`config.mk`:
```
export PLATFORM = sky130hd
export DESIGN_NAME = prime_disp_top
export DESIGN_NICKNAME = d
export VERILOG_FILES = /design/src/rtl/prime_disp_pkg.sv /design/src/rtl/prime_disp_seg.sv /design/src/rtl/prime_disp_ctrl.sv /design/src/rtl/prime_disp_path.sv /design/src/rtl/prime_disp_top.sv
export SDC_FILE = /design/constraint.sdc
export NUM_CORES = 1
export LEC_CHECK = 0
export BUFFER_PORTS_ARGS = -buffer_cell sky130_fd_sc_hd__buf_2
export CAP_MARGIN = 10
export CORE_UTILIZATION = 45
export CTS_CLUSTER_SIZE = 16
export DETAILED_ROUTE_END_ITERATION = 8
export GPL_TIMING_DRIVEN = 0
export PLACE_DENSITY_LB_ADDON = 0.05
export SYNTH_ARGS = -nofsm -noshare
export SYNTH_HDL_FRONTEND = slang
export SYNTH_HIERARCHICAL = 1
export SYNTH_SLANG_ARGS = --single-unit
```
`constraint.sdc`:
```
create_clock -name clk -period 3.2 [get_ports clk]
set_clock_uncertainty 0.2 [all_clocks]
set_input_delay 0.32 -clock clk [delete_from_list [all_inputs] [get_ports clk]]
set_output_delay 0.32 -clock clk [all_outputs]
set_load 0.02 [all_outputs]
```
`src/rtl/prime_disp_pkg.sv`:
```
package prime_disp_pkg;
  localparam int ADDR_W = 5;
  localparam int NIB_W  = 4;
  localparam int DIGITS = 3;
  localparam int WORD_W = NIB_W * DIGITS;
  localparam int SEG_W  = 7;

  typedef struct packed {
    logic clear;
    logic advance;
  } ctrlStrobes_t;

  // Packed-decimal prime table, hundreds in the top nibble.
  function automatic logic [WORD_W-1:0] primeWord(input logic [ADDR_W-1:0] idx);
    logic [WORD_W-1:0] w;
    case (idx)
      5'd0:  w = 12'h002;
      5'd1:  w = 12'h003;
      5'd2:  w = 12'h005;
      5'd3:  w = 12'h007;
      5'd4:  w = 12'h011;
      5'd5:  w = 12'h013;
      5'd6:  w = 12'h017;
      5'd7:  w = 12'h019;
      5'd8:  w = 12'h023;
      5'd9:  w = 12'h029;
      5'd10: w = 12'h031;
      5'd11: w = 12'h037;
      5'd12: w = 12'h041;
      5'd13: w = 12'h043;
      5'd14: w = 12'h047;
      5'd15: w = 12'h053;
      5'd16: w = 12'h059;
      5'd17: w = 12'h061;
      5'd18: w = 12'h067;
      5'd19: w = 12'h071;
      5'd20: w = 12'h073;
      5'd21: w = 12'h079;
      5'd22: w = 12'h083;
      5'd23: w = 12'h089;
      5'd24: w = 12'h097;
      5'd25: w = 12'h101;
      5'd26: w = 12'h103;
      5'd27: w = 12'h107;
      5'd28: w = 12'h109;
      5'd29: w = 12'h113;
      5'd30: w = 12'h127;
      default: w = 12'h131;
    endcase
    return w;
  endfunction
endpackage

```
`src/rtl/prime_disp_seg.sv`:
```
module prime_disp_seg
  import prime_disp_pkg::*;
(
  input  logic [NIB_W-1:0] digit,
  output logic [SEG_W-1:0] seg
);
  always_comb begin
    case (digit)
      4'd0: seg = 7'h3F;
      4'd1: seg = 7'h06;
      4'd2: seg = 7'h5B;
      4'd3: seg = 7'h4F;
      4'd4: seg = 7'h66;
      4'd5: seg = 7'h6D;
      4'd6: seg = 7'h7D;
      4'd7: seg = 7'h07;
      4'd8: seg = 7'h7F;
      4'd9: seg = 7'h6F;
      default: seg = 7'h00;
    endcase
  end
endmodule

```
`src/rtl/prime_disp_ctrl.sv`:
```
module prime_disp_ctrl
  import prime_disp_pkg::*;
#(
  parameter int PRE_W = 25
) (
  input  logic         clk,
  input  logic         rst,
  output ctrlStrobes_t strobes
);
  localparam logic [PRE_W-1:0] PRE_ONE = PRE_W'(1);

  logic [PRE_W-1:0] preCnt;
  logic             msbQ;
  logic             msbRise;

  always_ff @(posedge clk) begin
    if (rst) begin
      preCnt <= '0;
      msbQ   <= 1'b0;
    end else begin
      preCnt <= preCnt + PRE_ONE;
      msbQ   <= preCnt[PRE_W-1];
    end
  end

  assign msbRise         = preCnt[PRE_W-1] & ~msbQ;
  assign strobes.clear   = rst;
  assign strobes.advance = msbRise & ~rst;

  AST_TICK_SINGLE: assert property (@(posedge clk) disable iff (rst)
    strobes.advance |=> !strobes.advance);

  AST_TICK_AFTER_RESET: assert property (@(posedge clk)
    rst |=> !strobes.advance);
endmodule

```
`src/rtl/prime_disp_path.sv`:
```
module prime_disp_path
  import prime_disp_pkg::*;
(
  input  logic              clk,
  input  ctrlStrobes_t      strobes,
  output logic [ADDR_W-1:0] addr,
  output logic [SEG_W-1:0]  segAll [DIGITS]
);
  localparam logic [ADDR_W-1:0] ADDR_ONE  = ADDR_W'(1);
  localparam logic [ADDR_W-1:0] ADDR_LAST = '1;

  logic [WORD_W-1:0] romWord;

  always_ff @(posedge clk) begin
    if (strobes.clear)        addr <= '0;
    else if (strobes.advance) addr <= addr + ADDR_ONE;
  end

  assign romWord = primeWord(addr);

  for (genvar g = 0; g < DIGITS; g++) begin : gDigit
    prime_disp_seg uSeg (
      .digit(romWord[g*NIB_W +: NIB_W]),
      .seg  (segAll[g])
    );

    AST_DIGIT_DECIMAL: assert property (@(posedge clk) disable iff (strobes.clear)
      romWord[g*NIB_W +: NIB_W] <= NIB_W'(9));

    AST_DIGIT_LIT: assert property (@(posedge clk) disable iff (strobes.clear)
      segAll[g] != '0);
  end

  AST_RESET_ZERO: assert property (@(posedge clk)
    strobes.clear |=> addr == '0);

  AST_ADDR_STEP: assert property (@(posedge clk) disable iff (strobes.clear)
    strobes.advance |=> addr == $past(addr) + ADDR_ONE);

  AST_ADDR_HOLD: assert property (@(posedge clk) disable iff (strobes.clear)
    !strobes.advance |=> $stable(addr));

  AST_ADDR_WRAP: assert property (@(posedge clk) disable iff (strobes.clear)
    (strobes.advance && addr == ADDR_LAST) |=> addr == '0);
endmodule

```
`src/rtl/prime_disp_top.sv`:
```
module prime_disp_top
  import prime_disp_pkg::*;
#(
  parameter int PRE_W = 25
) (
  input  logic         clk,
  input  logic         rst,
  output logic [6:0]   segHund,
  output logic [6:0]   segTens,
  output logic [6:0]   segUnits,
  output logic [4:0]   addr
);
  ctrlStrobes_t     strobes;
  logic [SEG_W-1:0] segAll [DIGITS];

  prime_disp_ctrl #(.PRE_W(PRE_W)) uCtrl (
    .clk    (clk),
    .rst    (rst),
    .strobes(strobes)
  );

  prime_disp_path uPath (
    .clk    (clk),
    .strobes(strobes),
    .addr   (addr),
    .segAll (segAll)
  );

  assign segUnits = segAll[0];
  assign segTens  = segAll[1];
  assign segHund  = segAll[2];
endmodule

```
-- Word-level counts from Yosys, hierarchy flattened
Memories as Yosys holds them, arrays and structs flattened. A register that Yosys moved wholly into a read port is not among the register bits.
Cells that the tools add are included.
- mux-type cells: 2
- add/sub/neg operators: 2
- multipliers: 0
- reduce and logical (&&, ||, !) cells: 0
- div/mod/pow operators: 0
- magnitude comparators: 0
- shift operators: 0
- equality and inequality tests: 0
- bitwise gates (word level): 4
- operators with widths (cell ; count):
    25-bit by 1-bit adder with 25-bit output, second input constant ; 1
    5-bit two-way mux ; 2
    5-bit by 1-bit adder with 5-bit output, second input constant ; 1
    1-bit AND ; 2
    1-bit inverter ; 2
- output and inout bits: 26
- word-level logic and storage cells: 15
- memory bits (writable): 0
- flip-flop bits (word level): 31
- ROM bits: 624
- memories: 4
- bits in latches: 0
- memories (name ; words ; width ; rd ports ; clocked after Yosys merged registers in ; write ports ; line ; text):
    (name not given) ; 32 ; 9 ; 1 ; 1 ; 0 ; prime_disp_pkg.sv:16 ; case (idx)
    (name not given) ; 16 ; 7 ; 1 ; 0 ; 0 ; prime_disp_seg.sv:8 ; case (digit)
    (name not given) ; 16 ; 7 ; 1 ; 0 ; 0 ; prime_disp_seg.sv:8 ;
    (name not given) ; 16 ; 7 ; 1 ; 0 ; 0 ; prime_disp_seg.sv:8 ;

-- Longest topological paths before layout
Gate-level depths: netlist of run 1.
- depth after elaboration: 5
- gate-level depth with buffers: 13
- gate-level depth less buffers: 11

-- Hierarchy
The synthesis of run 1 kept the hierarchy.
- by module, submodules not included (module ; cells each ; instances ; area each (µm²)):
    prime_disp_ctrl ; 130 ; 1 ; 1189.9
    prime_disp_path ; 106 ; 1 ; 953.4
    prime_disp_seg ; 26 ; 3 ; 201.4

-- Worst setup path after synthesis of run 1
OpenSTA, ideal clock, no wires.
- path kind: input port to flip-flop
- from: in rst
- to: reg uPath/romWord[1] (netlist name)
- data arrival time: 2267 ps
- cell stages on the path: 13
- slack: 609 ps
- path buffers: 3
- setup time: 124 ps
- path through: clkbuf_8 > nor2b_1 > nor2b_1 > buf_4 > mux2i_1 > nor2_1 > inv_1 > ha_1 > buf_2 > nor3_1 > o21bai_1 > a21oi_1 > a211oi_2
- RTL lines (item ; line ; text):
    start, declared ; prime_disp_top.sv:7 ; input logic rst,

==> results of run 1 <==
placed cells by master (no fill, tap or decap), drive strengths merged, types with 3 or more instances in the layout:
master  synthesis  final
nor4            3      3
nor2b           9      9
nand4           9      9
or3             8      8
nand3b          3      3
mux2i           5      5
conb            1     16
dfxtp          40     40
inv            24     24
o21ai          26     26
xor2            7      7
ha             26     26
a22o            3      3
o22ai           7      7
xnor2          12     12
a21o            4      4
and3            3      3
a211oi          3      3
nand2          15     15
nor3            5      5
clkbuf          3     10
nor2           30     30
o21bai          3      3
nand3          11     11
a21oi          22     22
buf             7     30
and4            9      9
metal layers:
layer,part of all wire (%),GRT usage (%),wire length [um],up-vias
li1,-,-,-,1186
met1,52,23.67,2755,1005
met2,44,28.89,2322,40
met3,4.0,3.409,212,4
met4,0.86,5.714,46,0
met5,0,0,0,-
cells by family (layout without fill, tap and decap cells):
group | count (synthesis) | after routing | share of synthesized area [%]
mux | 7 | 7 | 3.552
flops | 40 | 40 | 29.14
other cells | 1 | 16 | 0.1365
fa+ha+maj | 26 | 26 | 11.84
buf+inv | 34 | 65 | 6.603
xor+xnor | 19 | 19 | 6.056
simple gates | 108 | 108 | 23.41
compound gates | 79 | 79 | 19.26
per-stage QoR:
stage	utilization (%)	instance area (um^2)
2_1_floorplan	-	2804
3_3_place_gp	50.89	3013
3_5_place_dp	50.89	3013
4_1_cts	53.02	3139
5_1_grt	53.09	3143
6_report	53.09	3143
state kept, by name, indices dropped and copies added (netlist names):
register       cells
uCtrl/preCnt      25
uPath/romWord      9
uCtrl/msbQ         1
uPath/addr         5
report_power, final:
| group | total (mW) | switching (mW) | internal, mW |
|---|---|---|---|
| clock network | 0.450 | 0.175 | 0.275 |
| logic | 0.0552 | 0.0348 | 0.0204 |
| registers | 0.505 | 0.00408 | 0.500 |
how the worst max path moves through the flow:
stage / startpoint / endpoint / slack, ns / depth (start not counted)
after floorplan: rst / uPath/romWord[1] / 0.61 / 13
after global placement: rst / uPath/romWord[2] / -0.0008 / 12
after detailed placement: rst / uPath/romWord[2] / -0.01 / 12
after CTS: uCtrl/preCnt[24] / uPath/romWord[2] / 0.09 / 11
after global routing: uCtrl/preCnt[24] / uPath/romWord[2] / -0.04 / 11
final: uCtrl/preCnt[24] / uPath/romWord[2] / 0.30 / 11
cell type report:
class                      instances  area, um^2  share of cell area [%]
timing repair buffer              23       115.1                   3.662
buffer                            10       86.33                   2.747
tap                               75       93.84                   2.986
clock buffer                       7       96.34                   3.065
multi-input combinational        255        1826                   58.08
sequential                        40       800.8                   25.48
inverter                          24       95.09                   3.025
clock inverter                     1       30.03                  0.9554
==> impl_metrics.py, run 1 <==
metrics = {
    "status": {
        "status": "finished clean",
    },
    "critical_path": {
        "rr_worst_depth": 11,
        "cp_cell_sequence": "nor2b_1, nor2b_1, buf_4, mux2i_1, nor2_2, inv_1, ha_1, buf_2, nor2_1, a2111oi_1, nor4_1",
        "cp.arrival_ns": 2.85,
        "crit_slowest_cell": "a2111oi_1",
        "rrSetupSlack_ns": 0.30,
        "worstSetupEndpointType": "flop",
        "crit_family": "simple AND/OR/NAND/NOR gates",
        "startpoint_type": "flop",
        "crit_required_ns": 3.15,
        "timing_worst_setup_path_type": "flop to flop",
        "path_buf_inv": 3,
        "cp_slowest_stage_delay_ns": 0.46,
        "cp_common_cell": "nor2b_1",
        "r2r_start": "uCtrl/preCnt[24]",
        "reg2reg_to": "uPath/romWord[2]",
        "cp_max_fo": 8,
    },
    "die": {
        "core-area_mm2": 0.005921,
        "die_w_um": 80.14,
        "die_h_um": 80.14,
        "initial_core_util_pct": 46.41,
        "fp.dieArea_mm2": 0.006422,
        "boundaryPins": 28,
        "num_rows": 28,
    },
    "finish": {
        "area_growth_pct": 14.39,
        "layout.nets": 387,
        "finalNonFillerCells": 435,
        "antenna_cells": 0,
        "final_layout_size_suffix_gt1_share_pct": 20.00,
        "nFillCells": 581,
    },
    "placement": {
        "numPortBuffers": 23,
        "place_inst": 427,
        "dpl.hpwl_mm": 3.882,
        "place_ws_ns": -0.01275,
        "finalWeightedCongestion": 0.7863,
    },
    "clock_network": {
        "post_cts_resized": 0,
        "numCtsBuffers": 5,
        "worstSkewPairLatency_ns": 0.29,
        "cts_root_buf": "clkbuf_8",
        "cts.sinks": 40,
        "cts_tree": "done",
        "clk_pin_slew_ns": 0.08,
        "clockBufferDepth": 2,
        "htree_num_levels": 2,
        "ctsHoldBuffers": 0,
        "post_cts_buffers": 0,
    },
    "route": {
        "drc_errors": 0,
        "wirelength_mm": 5.335,
        "via_count": 2235,
        "routed_via_density": 5.138,
        "drt_iter0_markers": 63,
        "wire_per_inst_um": 12.26,
        "drt_first_pass_iters": 4,
        "antenna_left": 0,
    },
    "synthesis": {
        "yosysUniqueCellTypes": 55,
        "synth_cells": 314,
        "synth_top_area_share_pct": 29.14,
        "syn_area_per_cell_um2": 8.750,
        "synth-edff-count": 0,
        "ys.flop_type": "dfxtp_1",
        "ys.warnings.count": 6,
        "synthTopCellsByArea": "dfxtp_1, ha_1, o21ai_0",
        "yosysSeqAreaShare_pct": 29.14,
        "synth_area_mm2": 0.002748,
        "async_reset_ff_share_pct": 0,
        "yosysMostFrequentCell": "dfxtp_1",
        "yosys.area.top_type": "dfxtp_1",
        "synth_common_cells": "dfxtp_1, nor2_1, ha_1",
        "ys_seq_elements": 40,
    },
    "timing": {
        "tightest_slew_ns": 0.7021,
        "relSlewSlack_pct": 52.91,
        "clock.fmax_ghz": 0.3447,
        "fin_ws_ns": 0.2988,
        "timing.final.crit_share_pct": 90.66,
        "maxSlewViolCount": 0,
        "setup_viol": 0,
        "hold_violations": 0,
        "fin_crit_ns": 2.901,
        "whs_ns": 0.05748,
        "fin_setup_tns_ns": 0,
    },
    "hold_path": {
        "min-delay-start": "rst",
        "hold-path-endpoint": "uCtrl/preCnt[15]",
        "worstHoldPathType": "input pin to flop",
        "worst_hold_path.num_cells": 2,
    },
    "grt": {
        "grtUsageTotal_pct": 17.82,
        "grt_max_degree": 13,
        "grt-ovfl-total": 0,
        "grt_pass1_wl_mm": 9.039,
        "grt_pass1_vias": 1988,
        "antenna_found_initial": 0,
    },
    "pwr": {
        "ir_drop_mv": 0.2755,
        "power_leakage_nw": 1.336,
        "power_mw": 1.010,
        "powerDensity_mw_per_mm2": 321.4,
    },
    "job": {
        "cap_violations": 0,
    },
}
Power figures use the tool's default switching activity.
==> run 2: changes to the inputs <==
CORE_ASPECT_RATIO = 0.8   (was default)
==> run 2 against run 1 <==
  * Cell count is 1.4% higher
  * Critical path depth is 1 higher
  * Via count is 0.67% higher
  * Clock-buffer cell count stayed put
  * Worst hold slack worse by 0.012 ns
  * Worst setup slack better by 0.0040 ns
==> impl_metrics.py, run 2 (synthesis gave the netlist of run 1 again) <==
metrics = {
    "finish": {
        "final_area_mm2": 0.003147,
        "final_cell_mix": "dfxtp_1, nor2_1, ha_1, buf_2, o21ai_0",
        "nFillCells": 560,
        "top_register": "uCtrl/preCnt",
        "antenna_cells": 0,
        "largest_register_ffs": 25,
        "final_layout_size_suffix_gt1_share_pct": 19.72,
        "largestRegisters": "uCtrl/preCnt: 25 flops, uPath/romWord: 9 flops, uPath/addr: 5 flops",
        "area_growth_pct": 14.53,
        "finalNonFillerCells": 441,
        "seq_area_um2": 800.8,
        "final_common_cell": "dfxtp_1",
        "layout.nets": 387,
        "multi_input_area_mm2": 0.001822,
        "final_util_pct": 53.23,
    },
    "placement": {
        "dpl_cell_area_mm2": 0.003020,
        "finalWeightedCongestion": 0.8180,
        "numPortBuffers": 23,
        "place_ws_ns": 0.2360,
        "place_inst": 433,
        "dpl.hpwl_mm": 3.939,
    },
    "pwr": {
        "powerDensity_mw_per_mm2": 320.7,
        "p_seq_share_pct": 50.0,
        "comb_power_share_pct": 5.5,
        "ir_drop_mv": 0.2142,
        "pwr-share-clk_pct": 44.5,
        "p_sw_share_pct": 21.11,
        "internal-power_mw": 0.7961,
        "power_leakage_nw": 1.336,
        "p_switching_mw": 0.2130,
        "power_mw": 1.009,
    },
    "die": {
        "initial_core_util_pct": 46.48,
        "die_h_um": 71.89,
        "die_w_um": 89.37,
        "fp.dieArea_mm2": 0.006424,
        "core-area_mm2": 0.005912,
        "boundaryPins": 28,
        "num_rows": 25,
    },
    "grt": {
        "grt_pass1_wl_mm": 8.887,
        "antenna_found_initial": 0,
        "grt_pass1_vias": 2012,
        "grtUsageTotal_pct": 17.66,
        "grt-ovfl-total": 0,
        "grt_max_degree": 13,
    },
    "clock_network": {
        "worstSkewPairLatency_ns": 0.29,
        "clk_pin_slew_ns": 0.08,
        "htree_num_levels": 2,
        "post_cts_buffers": 0,
        "ctsHoldBuffers": 0,
        "post_cts_resized": 0,
        "cts_root_buf": "clkbuf_8",
        "cts.sinks": 40,
        "numCtsBuffers": 5,
        "clockBufferDepth": 2,
        "cts_tree": "done",
    },
    "route": {
        "drt_first_pass_iters": 4,
        "drt_iter0_markers": 100,
        "drc_errors": 0,
        "routed_via_density": 5.102,
        "wire_per_inst_um": 12.00,
        "via_count": 2250,
        "antenna_left": 0,
        "wirelength_mm": 5.292,
    },
    "hold_path": {
        "worstHoldPathType": "input pin to flop",
    },
    "timing": {
        "timing.final.crit_share_pct": 90.54,
        "hold_violations": 0,
        "fin_setup_tns_ns": 0,
        "rsz0062_at_grt": "false",
        "whs_ns": 0.04555,
        "fin_ws_ns": 0.3028,
        "maxSlewViolCount": 0,
        "relSlewSlack_pct": 55.87,
        "tightest_slew_ns": 0.6580,
        "clock.fmax_ghz": 0.3452,
        "fin_crit_ns": 2.897,
        "setup_viol": 0,
    },
    "critical_path": {
        "startpoint_type": "flop",
        "crit_required_ns": 3.17,
        "worstSetupEndpointType": "flop",
        "cp.arrival_ns": 2.87,
        "cp_max_fo": 8,
        "timing_worst_setup_path_type": "flop to flop",
    },
    "status": {
        "status": "finished clean",
    },
    "job": {
        "cap_violations": 0,
    },
}
==> run 2: cell types whose count changed in the layout (fill, tap and decap cells not counted) <==
cell / previous run / this run
nor2_1: 29 / 30
a2111oi_0: 0 / 1
nor2_2: 1 / 0
a2111oi_1: 1 / 0
==> run 2: power groups by stage <==
| stage | clock, mW | combinational (mW) | sequential, mW |
|---|---|---|---|
| after floorplan | 0 | 0.0453 | 0.515 |
| after global placement | 0 | 0.0535 | 0.517 |
| after detailed placement | 0 | 0.0540 | 0.516 |
| after CTS | 0.464 | 0.0540 | 0.505 |
| after global routing | 0.485 | 0.0627 | 0.505 |
| final | 0.449 | 0.0553 | 0.505 |
==> run 2: routing by layer <==
layer	GRT usage, %	wire, um	vias up
li1	-	-	1179
met1	23.60	2657	1024
met2	28.50	2385	39
met3	3.641	187	8
met4	5.820	62	0
met5	0	0	-
==> run 2: final timing paths <==
path	from	to	slack [ns]	depth (start not counted)
setup / recovery	uCtrl/preCnt[24]	uPath/romWord[1]	0.30	12
hold / removal	rst	uCtrl/preCnt[14]	0.05	2
setup reg to reg	uCtrl/preCnt[24]	uPath/romWord[1]	0.30	12
hold reg to reg	uCtrl/preCnt[24]	uCtrl/msbQ	0.29	1
==> run 2: worst max-delay path, cell delays in order (launching register included) <==
cell,delay (ns)
dfxtp_1,0.32
nor2b_1,0.17
nor2b_1,0.18
buf_4,0.20
mux2i_1,0.13
nor2_1,0.36
inv_1,0.18
ha_1,0.30
buf_2,0.17
nor3_1,0.18
o21bai_1,0.08
a21oi_1,0.21
a211oi_2,0.10
==> run 2: cell type report <==
type                    instances  share of cell area (%)
well taps                      81                   3.221
inverters                      24                   3.022
multi-input cells             255                   57.89
plain buffers                  10                   2.744
flip-flops and latches         40                   25.45
clock buffers                   7                   3.062
repair buffers                 23                   3.658
clock inverters                 1                  0.9543
==> run 3: changes to the inputs <==
REMOVE_ABC_BUFFERS = 1   (was default)
==> run 3 against run 2 <==
  * Largest power group unchanged
  * Combinational power fell by 6.7%
  * Sequential cell count did not move
  * First-iteration DRC count fell by 27%
  * Largest cell class unchanged
==> impl_metrics.py, run 3 (synthesis gave the netlist of run 1 again) <==
metrics = {
    "status": {
        "status": "finished clean",
    },
    "finish": {
        "antenna_cells": 0,
        "final_layout_size_suffix_gt1_share_pct": 18.23,
        "final_common_cell": "dfxtp_1",
        "top_register": "uCtrl/preCnt",
        "largest_register_ffs": 25,
        "finalNonFillerCells": 432,
        "final_util_pct": 51.39,
        "largestRegisters": "uCtrl/preCnt: 25 flops, uPath/romWord: 9 flops, uPath/addr: 5 flops",
        "final_area_mm2": 0.003038,
        "layout.nets": 378,
        "final_cell_mix": "dfxtp_1, nor2_1, ha_1, buf_2, o21ai_0",
        "area_growth_pct": 10.56,
    },
    "pwr": {
        "powerDensity_mw_per_mm2": 291.7,
        "power_mw": 0.8863,
        "power_leakage_nw": 1.265,
        "ir_drop_mv": 0.1415,
    },
    "critical_path": {
        "timing_worst_setup_path_type": "input pin to flop",
        "crit_slowest_cell": "ha_1",
        "path_depth": 10,
        "worstSetupEndpointType": "flop",
        "rr_worst_depth": 9,
        "crit_required_ns": 3.16,
        "startpoint_type": "input pin",
        "path_buf_inv": 2,
        "reg2reg_to": "uPath/romWord[2]",
        "r2r_start": "uCtrl/preCnt[24]",
        "cp_max_fo": 41,
        "cp.arrival_ns": 2.87,
        "cp_slowest_stage_delay_ns": 0.48,
        "rrSetupSlack_ns": 0.40,
        "crit_family": "simple AND/OR/NAND/NOR gates",
        "cp_cell_sequence": "buf_2, nor2b_2, nor2b_4, mux2i_1, nor2_2, inv_1, ha_1, nor2_1, a2111oi_1, nor4_1",
    },
    "timing": {
        "setup_viol": 0,
        "timing.final.crit_share_pct": 91.05,
        "relSlewSlack_pct": 51.16,
        "rsz0062_at_grt": "false",
        "maxSlewViolCount": 0,
        "clock.fmax_ghz": 0.3432,
        "fin_setup_tns_ns": 0,
        "fin_crit_ns": 2.913,
        "tightest_slew_ns": 0.7326,
        "hold_violations": 0,
    },
    "clock_network": {
        "cts_tree": "done",
        "cts_root_buf": "clkbuf_8",
        "numCtsBuffers": 5,
        "clk_pin_slew_ns": 0.08,
        "cts.sinks": 40,
        "worstSkewPairLatency_ns": 0.29,
        "ctsHoldBuffers": 0,
        "htree_num_levels": 2,
        "clockBufferDepth": 2,
        "post_cts_buffers": 0,
    },
    "grt": {
        "grt_pass1_vias": 1904,
        "antenna_found_initial": 0,
        "grt-ovfl-total": 0,
        "grtUsageTotal_pct": 17.63,
        "grt_max_degree": 42,
        "grt_pass1_wl_mm": 8.763,
    },
    "die": {
        "num_rows": 25,
        "fp.dieArea_mm2": 0.006424,
        "core-area_mm2": 0.005912,
        "initial_core_util_pct": 46.48,
        "die_h_um": 71.89,
        "die_w_um": 89.37,
        "boundaryPins": 28,
    },
    "hold_path": {
        "worst_hold_path.num_cells": 1,
        "hold-path-endpoint": "uCtrl/preCnt[0]",
        "worstHoldPathType": "flop to flop",
        "min-delay-start": "uCtrl/preCnt[0]",
    },
    "route": {
        "drc_errors": 0,
        "drt_first_pass_iters": 4,
        "antenna_left": 0,
        "via_count": 2188,
        "wirelength_mm": 5.218,
        "wire_per_inst_um": 12.08,
        "routed_via_density": 5.065,
        "drt_iter0_markers": 73,
    },
    "placement": {
        "finalWeightedCongestion": 0.7801,
        "dpl_cell_area_mm2": 0.002939,
        "dpl.hpwl_mm": 3.781,
        "numPortBuffers": 24,
        "place_inst": 424,
    },
    "job": {
        "cap_violations": 0,
    },
}
==> run 3: where the power goes <==
part           total, mW  switching [mW]  internal, mW
combinational     0.0516          0.0350        0.0166
sequential         0.505         0.00417         0.500
clock              0.330           0.174         0.156
total              0.886           0.213         0.673
==> run 3: layout make-up <==
| cell class | instances | area (um^2) |
|---|---|---|
| Clock buffer | 7 | 76.32 |
| Clock inverter | 1 | 8.758 |
| Inverter | 24 | 95.09 |
| Tap cell | 81 | 101.3 |
| Multi-Input combinational cell | 255 | 1836 |
| Timing Repair Buffer | 24 | 120.1 |
| Fill cell | 586 | 2874 |
| Sequential cell | 40 | 800.8 |
==> run 3: stage by stage <==
| stage | worst slack (ns) | hold WS [ns] |
|---|---|---|
| after floorplan | 0.4635 | 0.1867 |
| after global placement | -0.5750 | 0.2575 |
| after CTS | 0.05210 | 0.2865 |
| final | 0.2865 | 0.2835 |
| after global routing | 0.05257 | 0.3034 |
| after detailed placement | -0.6179 | 0.2672 |
==> run 3: routing by layer <==
metal	vias to the layer above	global-route usage, %	part of all wire, %
li1	1164	-	-
met1	987	25.55	56
met2	29	25.36	40
met3	8	3.982	3.3
met4	0	6.878	1.4
met5	-	0	0
==> run 3: what timing repair did <==
item | 4_1_cts | 5_1_grt
endpoints found under the setup margin | 4 | 4
hold endpoints to repair | 0 | 0
resized for setup | 2 | 3
==> run 3: worst max path at each step <==
stage,start,endpoint,slack [ns]
finish,rst,uPath/romWord[2],0.29
global route,rst,uPath/romWord[1],0.05
CTS,rst,uPath/romWord[2],0.05
detailed placement,rst,uPath/romWord[2],-0.62
global placement,rst,uPath/romWord[2],-0.57
floorplan,uCtrl/preCnt[24],uPath/romWord[4],0.46
==> run 3: worst register-to-register path, cell delays in order (launching register included) <==
cell and delay [ns]:
dfxtp_1 0.33, nor2b_2 0.17, nor2b_4 0.31, mux2i_1 0.19, nor2_2 0.26, inv_1 0.15, ha_1 0.48, nor2_1 0.09
a2111oi_1 0.38, nor4_1 0.12
